File: config.mk
export PLATFORM = sky130hd
export DESIGN_NAME = ebi_bus_if
export DESIGN_NICKNAME = d
export VERILOG_FILES = /design/src/rtl/ebi_pkg.sv /design/src/rtl/ebi_waitgen.sv /design/src/rtl/ebi_lanes.sv /design/src/rtl/ebi_bus_if.sv
export SDC_FILE = /design/constraint.sdc
export NUM_CORES = 1
export LEC_CHECK = 0
export CORE_ASPECT_RATIO = 1.1
export CORE_MARGIN = 4
export CORE_UTILIZATION = 45
export DETAILED_ROUTE_END_ITERATION = 12
export GPL_ROUTABILITY_DRIVEN = 0
export PLACE_DENSITY_LB_ADDON = 0.3
export SLEW_MARGIN = 30
export SYNTH_ARGS = -nofsm -noshare
export SYNTH_HDL_FRONTEND = slang
export SYNTH_HIERARCHICAL = 1
export SYNTH_SLANG_ARGS = --single-unit
File: constraint.sdc
create_clock -name clk_i -period 3.6 [get_ports clk_i]
set_input_delay 0.9 -clock clk_i [delete_from_list [all_inputs] [get_ports clk_i]]
set_output_delay 0.9 -clock clk_i [all_outputs]
set_load 0.02 [all_outputs]
File: src/rtl/ebi_pkg.sv
package ebi_pkg;
    typedef enum logic [2:0] {
        ST_IDLE,
        ST_HOLD,
        ST_ADDR,
        ST_DATA,
        ST_INT
    } ebi_state_e;
endpackage

File: src/rtl/ebi_waitgen.sv
// Down-counter for programmed wait cycles of the data phase.
module ebi_waitgen #(
    parameter int CNT_W = 2
) (
    input  logic             clk_i,
    input  logic             rst_n_i,
    input  logic             load_i,
    input  logic [CNT_W-1:0] load_val_i,
    input  logic             run_i,
    output logic             zero_o
);
    logic [CNT_W-1:0] cnt_q;

    always_ff @(posedge clk_i or negedge rst_n_i) begin
        if (!rst_n_i) begin
            cnt_q <= '0;
        end else if (load_i) begin
            cnt_q <= load_val_i;
        end else if (run_i && (cnt_q != '0)) begin
            cnt_q <= cnt_q - 1'b1;
        end
    end

    assign zero_o = (cnt_q == '0);
endmodule

File: src/rtl/ebi_lanes.sv
// Byte-lane steering for writes and byte extraction for reads.
// Even lane = high pin group, odd lane = middle pin group.
module ebi_lanes #(
    parameter int BW = 8
) (
    input  logic          cyc_odd_i,
    input  logic          whole_i,
    input  logic          narrow_i,
    input  logic [BW-1:0] byte_i,
    input  logic [2*BW-1:0] word_i,
    input  logic [BW-1:0] rd_even_i,
    input  logic [BW-1:0] rd_odd_i,
    output logic [BW-1:0] even_dat_o,
    output logic [BW-1:0] odd_dat_o,
    output logic          even_use_o,
    output logic          odd_use_o,
    output logic          bhe_n_o,
    output logic [BW-1:0] rd_byte_o,
    output logic [2*BW-1:0] rd_word_o
);
    always_comb begin
        even_dat_o = '0;
        odd_dat_o  = '0;
        even_use_o = 1'b0;
        odd_use_o  = 1'b0;
        if (whole_i) begin
            even_dat_o = word_i[BW-1:0];
            odd_dat_o  = word_i[2*BW-1:BW];
            even_use_o = 1'b1;
            odd_use_o  = 1'b1;
        end else if (narrow_i || !cyc_odd_i) begin
            even_dat_o = byte_i;
            even_use_o = 1'b1;
        end else begin
            odd_dat_o = byte_i;
            odd_use_o = 1'b1;
        end
    end

    assign bhe_n_o   = !(whole_i || cyc_odd_i);
    assign rd_byte_o = (!narrow_i && cyc_odd_i) ? rd_odd_i : rd_even_i;
    assign rd_word_o = {rd_odd_i, rd_even_i};
endmodule

File: src/rtl/ebi_bus_if.sv
module ebi_bus_if
    import ebi_pkg::*;
#(
    parameter int BW         = 8,
    parameter int WAIT_SHORT = 1,
    parameter int WAIT_LONG  = 2
) (
    input  logic             clk_i,
    input  logic             rst_n_i,
    input  logic             req_valid_i,
    output logic             req_ready_o,
    input  logic             req_write_i,
    input  logic             req_word_i,
    input  logic             req_internal_i,
    input  logic [3*BW-1:0]  req_addr_i,
    input  logic [2*BW-1:0]  req_wdata_i,
    output logic             rsp_done_o,
    output logic [2*BW-1:0]  rsp_rdata_o,
    input  logic             narrow_bus_i,
    input  logic             nowait_i,
    input  logic             longwait_i,
    input  logic             bus_rdy_i,
    input  logic             hold_n_i,
    output logic             hlda_n_o,
    output logic             ale_o,
    output logic             rw_o,
    output logic             bhe_n_o,
    output logic             en_n_o,
    output logic             addr_oe_o,
    output logic [BW-1:0]    ad_lo_o,
    output logic [BW-1:0]    mid_o,
    output logic             mid_oe_o,
    input  logic [BW-1:0]    mid_i,
    output logic [BW-1:0]    hi_o,
    output logic             hi_oe_o,
    input  logic [BW-1:0]    hi_i,
    output logic             imem_en_o,
    output logic             imem_we_o,
    output logic [3*BW-1:0]  imem_addr_o,
    output logic [1:0]       imem_be_o,
    output logic [2*BW-1:0]  imem_wdata_o,
    input  logic [2*BW-1:0]  imem_rdata_i
);
    localparam int AW    = 3 * BW;
    localparam int DW    = 2 * BW;
    localparam int CNT_W = $clog2(WAIT_LONG + 1);

    ebi_state_e state_q, state_d;

    logic [AW-1:0] addr_q;
    logic [DW-1:0] wdata_q;
    logic [DW-1:0] rdata_q;
    logic          write_q, word_q, int_q, narrow_q, nowait_q, longwait_q;
    logic          phase_q, done_q;

    // Current cycle derivation
    logic [AW-1:0]    cyc_addr;
    logic             narrow_eff, whole, more, xfer_end, accept, wzero;
    logic [BW-1:0]    cur_byte;
    logic [CNT_W-1:0] wait_val;

    assign cyc_addr   = addr_q + AW'(phase_q);
    assign narrow_eff = narrow_q && !int_q;
    assign whole      = word_q && !addr_q[0] && !narrow_eff;
    assign more       = word_q && !whole && !phase_q;
    assign cur_byte   = phase_q ? wdata_q[DW-1:BW] : wdata_q[BW-1:0];
    assign accept     = (state_q == ST_IDLE) && hold_n_i && req_valid_i;
    assign xfer_end   = ((state_q == ST_DATA) && wzero && bus_rdy_i) || (state_q == ST_INT);
    assign wait_val   = nowait_q ? '0 : (longwait_q ? CNT_W'(WAIT_LONG) : CNT_W'(WAIT_SHORT));

    ebi_waitgen #(.CNT_W(CNT_W)) u_wait (
        .clk_i      (clk_i),
        .rst_n_i    (rst_n_i),
        .load_i     (state_q == ST_ADDR),
        .load_val_i (wait_val),
        .run_i      (state_q == ST_DATA),
        .zero_o     (wzero)
    );

    logic [BW-1:0] even_dat, odd_dat, rd_byte, rd_even, rd_odd;
    logic          even_use, odd_use, lane_bhe_n;
    logic [DW-1:0] rd_word;

    assign rd_even = int_q ? imem_rdata_i[BW-1:0]  : hi_i;
    assign rd_odd  = int_q ? imem_rdata_i[DW-1:BW] : mid_i;

    ebi_lanes #(.BW(BW)) u_lanes (
        .cyc_odd_i  (cyc_addr[0]),
        .whole_i    (whole),
        .narrow_i   (narrow_eff),
        .byte_i     (cur_byte),
        .word_i     (wdata_q),
        .rd_even_i  (rd_even),
        .rd_odd_i   (rd_odd),
        .even_dat_o (even_dat),
        .odd_dat_o  (odd_dat),
        .even_use_o (even_use),
        .odd_use_o  (odd_use),
        .bhe_n_o    (lane_bhe_n),
        .rd_byte_o  (rd_byte),
        .rd_word_o  (rd_word)
    );

    // State register
    always_ff @(posedge clk_i or negedge rst_n_i) begin
        if (!rst_n_i) begin
            state_q <= ST_IDLE;
        end else begin
            state_q <= state_d;
        end
    end

    // Next state
    always_comb begin
        state_d = state_q;
        unique case (state_q)
            ST_IDLE: begin
                if (!hold_n_i) begin
                    state_d = ST_HOLD;
                end else if (req_valid_i) begin
                    state_d = req_internal_i ? ST_INT : ST_ADDR;
                end
            end
            ST_HOLD: if (hold_n_i) state_d = ST_IDLE;
            ST_ADDR: state_d = ST_DATA;
            ST_DATA: if (wzero && bus_rdy_i) state_d = more ? ST_ADDR : ST_IDLE;
            ST_INT:  state_d = more ? ST_INT : ST_IDLE;
            default: state_d = ST_IDLE;
        endcase
    end

    // Request capture, phase tracking, read assembly
    always_ff @(posedge clk_i or negedge rst_n_i) begin
        if (!rst_n_i) begin
            addr_q     <= '0;
            wdata_q    <= '0;
            rdata_q    <= '0;
            write_q    <= 1'b0;
            word_q     <= 1'b0;
            int_q      <= 1'b0;
            narrow_q   <= 1'b0;
            nowait_q   <= 1'b1;
            longwait_q <= 1'b0;
            phase_q    <= 1'b0;
            done_q     <= 1'b0;
        end else begin
            done_q <= xfer_end && !more;
            if (accept) begin
                addr_q     <= req_addr_i;
                wdata_q    <= req_wdata_i;
                write_q    <= req_write_i;
                word_q     <= req_word_i;
                int_q      <= req_internal_i;
                narrow_q   <= narrow_bus_i;
                nowait_q   <= nowait_i;
                longwait_q <= longwait_i;
                phase_q    <= 1'b0;
            end else if (xfer_end) begin
                if (whole) begin
                    rdata_q <= rd_word;
                end else if (!word_q) begin
                    rdata_q <= {{BW{1'b0}}, rd_byte};
                end else if (!phase_q) begin
                    rdata_q[BW-1:0] <= rd_byte;
                end else begin
                    rdata_q[DW-1:BW] <= rd_byte;
                end
                if (more) phase_q <= 1'b1;
            end
        end
    end

    // Outputs
    always_comb begin
        ale_o       = 1'b0;
        en_n_o      = 1'b1;
        rw_o        = 1'b1;
        bhe_n_o     = 1'b1;
        addr_oe_o   = 1'b1;
        ad_lo_o     = cyc_addr[BW-1:0];
        mid_o       = cyc_addr[2*BW-1:BW];
        mid_oe_o    = 1'b0;
        hi_o        = cyc_addr[3*BW-1:2*BW];
        hi_oe_o     = 1'b0;
        hlda_n_o    = 1'b1;
        req_ready_o = 1'b0;
        imem_en_o   = 1'b0;
        imem_we_o   = 1'b0;
        unique case (state_q)
            ST_IDLE: req_ready_o = hold_n_i;
            ST_HOLD: begin
                addr_oe_o = 1'b0;
                hlda_n_o  = 1'b0;
            end
            ST_ADDR: begin
                ale_o    = 1'b1;
                rw_o     = !write_q;
                bhe_n_o  = lane_bhe_n;
                mid_oe_o = 1'b1;
                hi_oe_o  = 1'b1;
            end
            ST_DATA: begin
                en_n_o  = 1'b0;
                rw_o    = !write_q;
                bhe_n_o = lane_bhe_n;
                if (narrow_eff) begin
                    mid_oe_o = 1'b1;
                end else begin
                    mid_o    = odd_dat;
                    mid_oe_o = write_q;
                end
                hi_o    = even_dat;
                hi_oe_o = write_q;
            end
            ST_INT: begin
                imem_en_o = 1'b1;
                imem_we_o = write_q;
            end
            default: ;
        endcase
    end

    assign imem_addr_o  = cyc_addr;
    assign imem_be_o    = {odd_use, even_use};
    assign imem_wdata_o = {odd_dat, even_dat};
    assign rsp_done_o   = done_q;
    assign rsp_rdata_o  = rdata_q;
endmodule

==> results_dict.tcl <==
set metrics [dict create \
    synthCells 460 \
    post-route-period-util 0.978 \
    drt_iter0_drc 152 \
    drive_gt1_frac 0.253 \
    antenna_left 0 \
    cts_tree "yes" \
    drc 0 \
    cp-start-kind "register" \
    power.density_nw_per_um2 996 \
    antenna_cells 0 \
    synth-seq-cells 69 \
    htreeDepth 3 \
    hold_viol_final 0 \
    portBuffers 176 \
    grt_pass1_vias 4272 \
    grt_pass1_wl_um 22500 \
    die_h_um 115 \
    tightest_slew_ps 653 \
    path_clk_slew_ps 70 \
    synth_area_leaders "dfrtp_1 (36%), mux2_2 (26%), buf_4 (4.6%)" \
    leakagePower_nw 2.82 \
    core_area_um2 10000 \
    pwr-share-seq 0.234 \
    hold_class "reg -> reg" \
    fin_crit_ps 3520 \
    dp_hpwl_um 11100 \
    cts_root_buffer "clkbuf_8" \
    synth-edff-count 0 \
    final_max_slew_viol_count 0 \
    syn-cell-area_um2 4680 \
    combPwrFrac 0.671 \
    design.die.area_um2 12100 \
    crit_fanout 6 \
    initial_core_util 0.467 \
    max_freq_ghz 0.284 \
    finalSetupViolations 0 \
    synth_top_area_share 0.363 \
    intPower_mw 3.64 \
    vias 4098 \
    synthFlopType "dfrtp_1" \
    die_x_um 105 \
    yosysMostFrequentCell "mux2_2" \
    async_flop_share 1.00 \
    p_sw_mw 2.98 \
    yosysWarnings 6 \
    post_cts.repair.setup_buffers 0 \
    via_per_inst 5.42 \
    grt_antenna_before_repair 0 \
    relSlewSlack 0.564 \
    area_growth_syn_to_layout_pct 41.8 \
    netSwitchingFraction 0.450 \
    fin_nets 697 \
    critPathKind "reg -> out" \
    ys_types 55 \
    drt_first_pass_iters 4 \
    cp.required_ps 2700 \
    ys_top_cells_by_count "mux2_2 (109), dfrtp_1 (68), nand2_1 (38)" \
    finalWirelength_um 14200 \
    finClkSkew_ps 6.11 \
    cts_buffers 9 \
    avgSynthCellArea_um2 10.2 \
    grt_max_degree 70 \
    cp.arrival_ps 2620 \
    rsz0062_at_grt "no" \
    clock-sinks 69 \
    cp-end-kind "primary output" \
    clkLatencyLatePin_ps 360 \
    track_usage 0.235 \
    ys_seq_area_frac 0.369 \
    clk_path_buf_depth 2 \
    max_cap_violations 0 \
    cts_hold_buf 0 \
    num_rows 38 \
    syn-num-nets 546 \
    wl_per_cell_um 18.8 \
    outcome "completed" \
    grt.overflow.total 0 \
    ioPinCount 177 \
    fin_tns_setup_ps 0 \
    max-vdd-ir-drop_mv 0.673 \
    power_mw 6.62 \
    pwr-share-clk 0.095 \
    yosysTopAreaCell "dfrtp_1" \
]
[per-layer routing]
metal,share of wire,GRT usage,vias up
met1,0.40,0.282,2015
met2,0.51,0.406,150
met4,0.020,0.0814,0
li1,-,-,1910
met5,0,0,-
met3,0.072,0.0685,23
[final timing paths]
| kind | startpoint | to | slack (ps) | cells after the start |
|---|---|---|---|---|
| worst max-delay path | phase_q | mid_o[5] | 80 | 6 |
| worst min-delay path | rsp_rdata_o[14] | rsp_rdata_o[14] | 510 | 1 |
| worst max register to register | int_q | rsp_rdata_o[7] | 1280 | 8 |
| worst min register to register | rsp_rdata_o[14] | rsp_rdata_o[14] | 510 | 1 |
| max in group asynchronous | rst_n_i | addr_q[8] | 2600 | 1 |
| min in group asynchronous | rst_n_i | wdata_q[5] | 540 | 1 |
[critical path: stages, from the launching register on]
cell	delay, ps
dfrtp_1	360
ha_1	190
nand2_1	180
nor4_1	390
xor2_1	320
mux2_2	230
clkdlybuf4s50_1	600
[cell type report]
class | count | area, um^2
multi-input combinational | 317 | 2570
timing repair buffer | 192 | 1900
fill | 795 | 3390
clock buffer | 15 | 156
inverter | 22 | 82.6
tap | 140 | 175
clock inverter | 1 | 30.0
sequential | 69 | 1730
[repair_timing]
action	4_1_cts	5_1_grt
pin swaps	1	0
gates cloned	0	0
endpoints found under the setup margin	12	18
resized for setup	12	26
[flip-flops by register name, summed over array words and instances (netlist names), 2 cells and up]
register / cells
addr_q: 24
rsp_rdata_o: 16
state_q: 3
u_wait/cnt_q: 2
wdata_q: 16
[through the flow]
step                cells  worst slack [ps]  hold slack [ps]  cell area, um^2  utilization
floorplan             460              96.7              481             4680            -
global placement      740               179              488             6400        0.638
detailed placement    740               146              497             6400        0.638
CTS                   756              1.49              509             6580        0.656
global route          756              5.62              520             6640        0.662
finish                756              78.6              507             6640        0.662
[power groups by stage]
| stage | Sequential (mW) | Combinational [mW] | Clock, mW |
|---|---|---|---|
| 4_1_cts | 1.53 | 4.43 | 0.643 |
| 2_1_floorplan | 1.49 | 2.75 | 0 |
| 5_1_grt | 1.60 | 4.72 | 0.680 |
| 3_3_place_gp | 1.50 | 4.35 | 0 |
| 3_5_place_dp | 1.55 | 4.43 | 0 |
| 6_report | 1.55 | 4.44 | 0.630 |
[cell families (layout without fill, tap and decap cells)]
| kind of cell | after synthesis | in the layout | synth area share |
|---|---|---|---|
| multiplexers | 110 | 110 | 0.265 |
| flip-flops | 69 | 69 | 0.369 |
| buffers and inverters | 74 | 230 | 0.0897 |
| AND/OR/NAND/NOR | 125 | 125 | 0.155 |
| adder cells (fa/ha/maj) | 3 | 3 | 0.00801 |
| XOR/XNOR | 16 | 16 | 0.0299 |
| AO/OA/AOI/OAI | 63 | 63 | 0.0828 |
[cells in the final DEF, fill, tap and decap left out, drive strengths merged, types with 2 or more instances in the layout]
| master | count |
|---|---|
| a21o | 2 |
| a21oi | 4 |
| a31oi | 8 |
| and2 | 5 |
| and3 | 2 |
| and4 | 4 |
| buf | 17 |
| clkbuf | 16 |
| clkdlybuf4s50 | 158 |
| dfrtp | 68 |
| dlygate4sd2 | 6 |
| dlymetal6s2s | 10 |
| ha | 3 |
| inv | 22 |
| mux2 | 110 |
| nand2 | 38 |
| nand2b | 12 |
| nand3 | 13 |
| nand3b | 3 |
| nand4 | 6 |
| nand4b | 4 |
| nor2 | 13 |
| nor2b | 3 |
| nor3 | 3 |
| nor4 | 6 |
| nor4b | 2 |
| o211ai | 9 |
| o21ai | 31 |
| or2b | 2 |
| or3 | 2 |
| or4 | 2 |
| or4b | 2 |
| xnor2 | 8 |
| xor2 | 8 |
No activity file was read; power rests on OpenSTA's default activity.
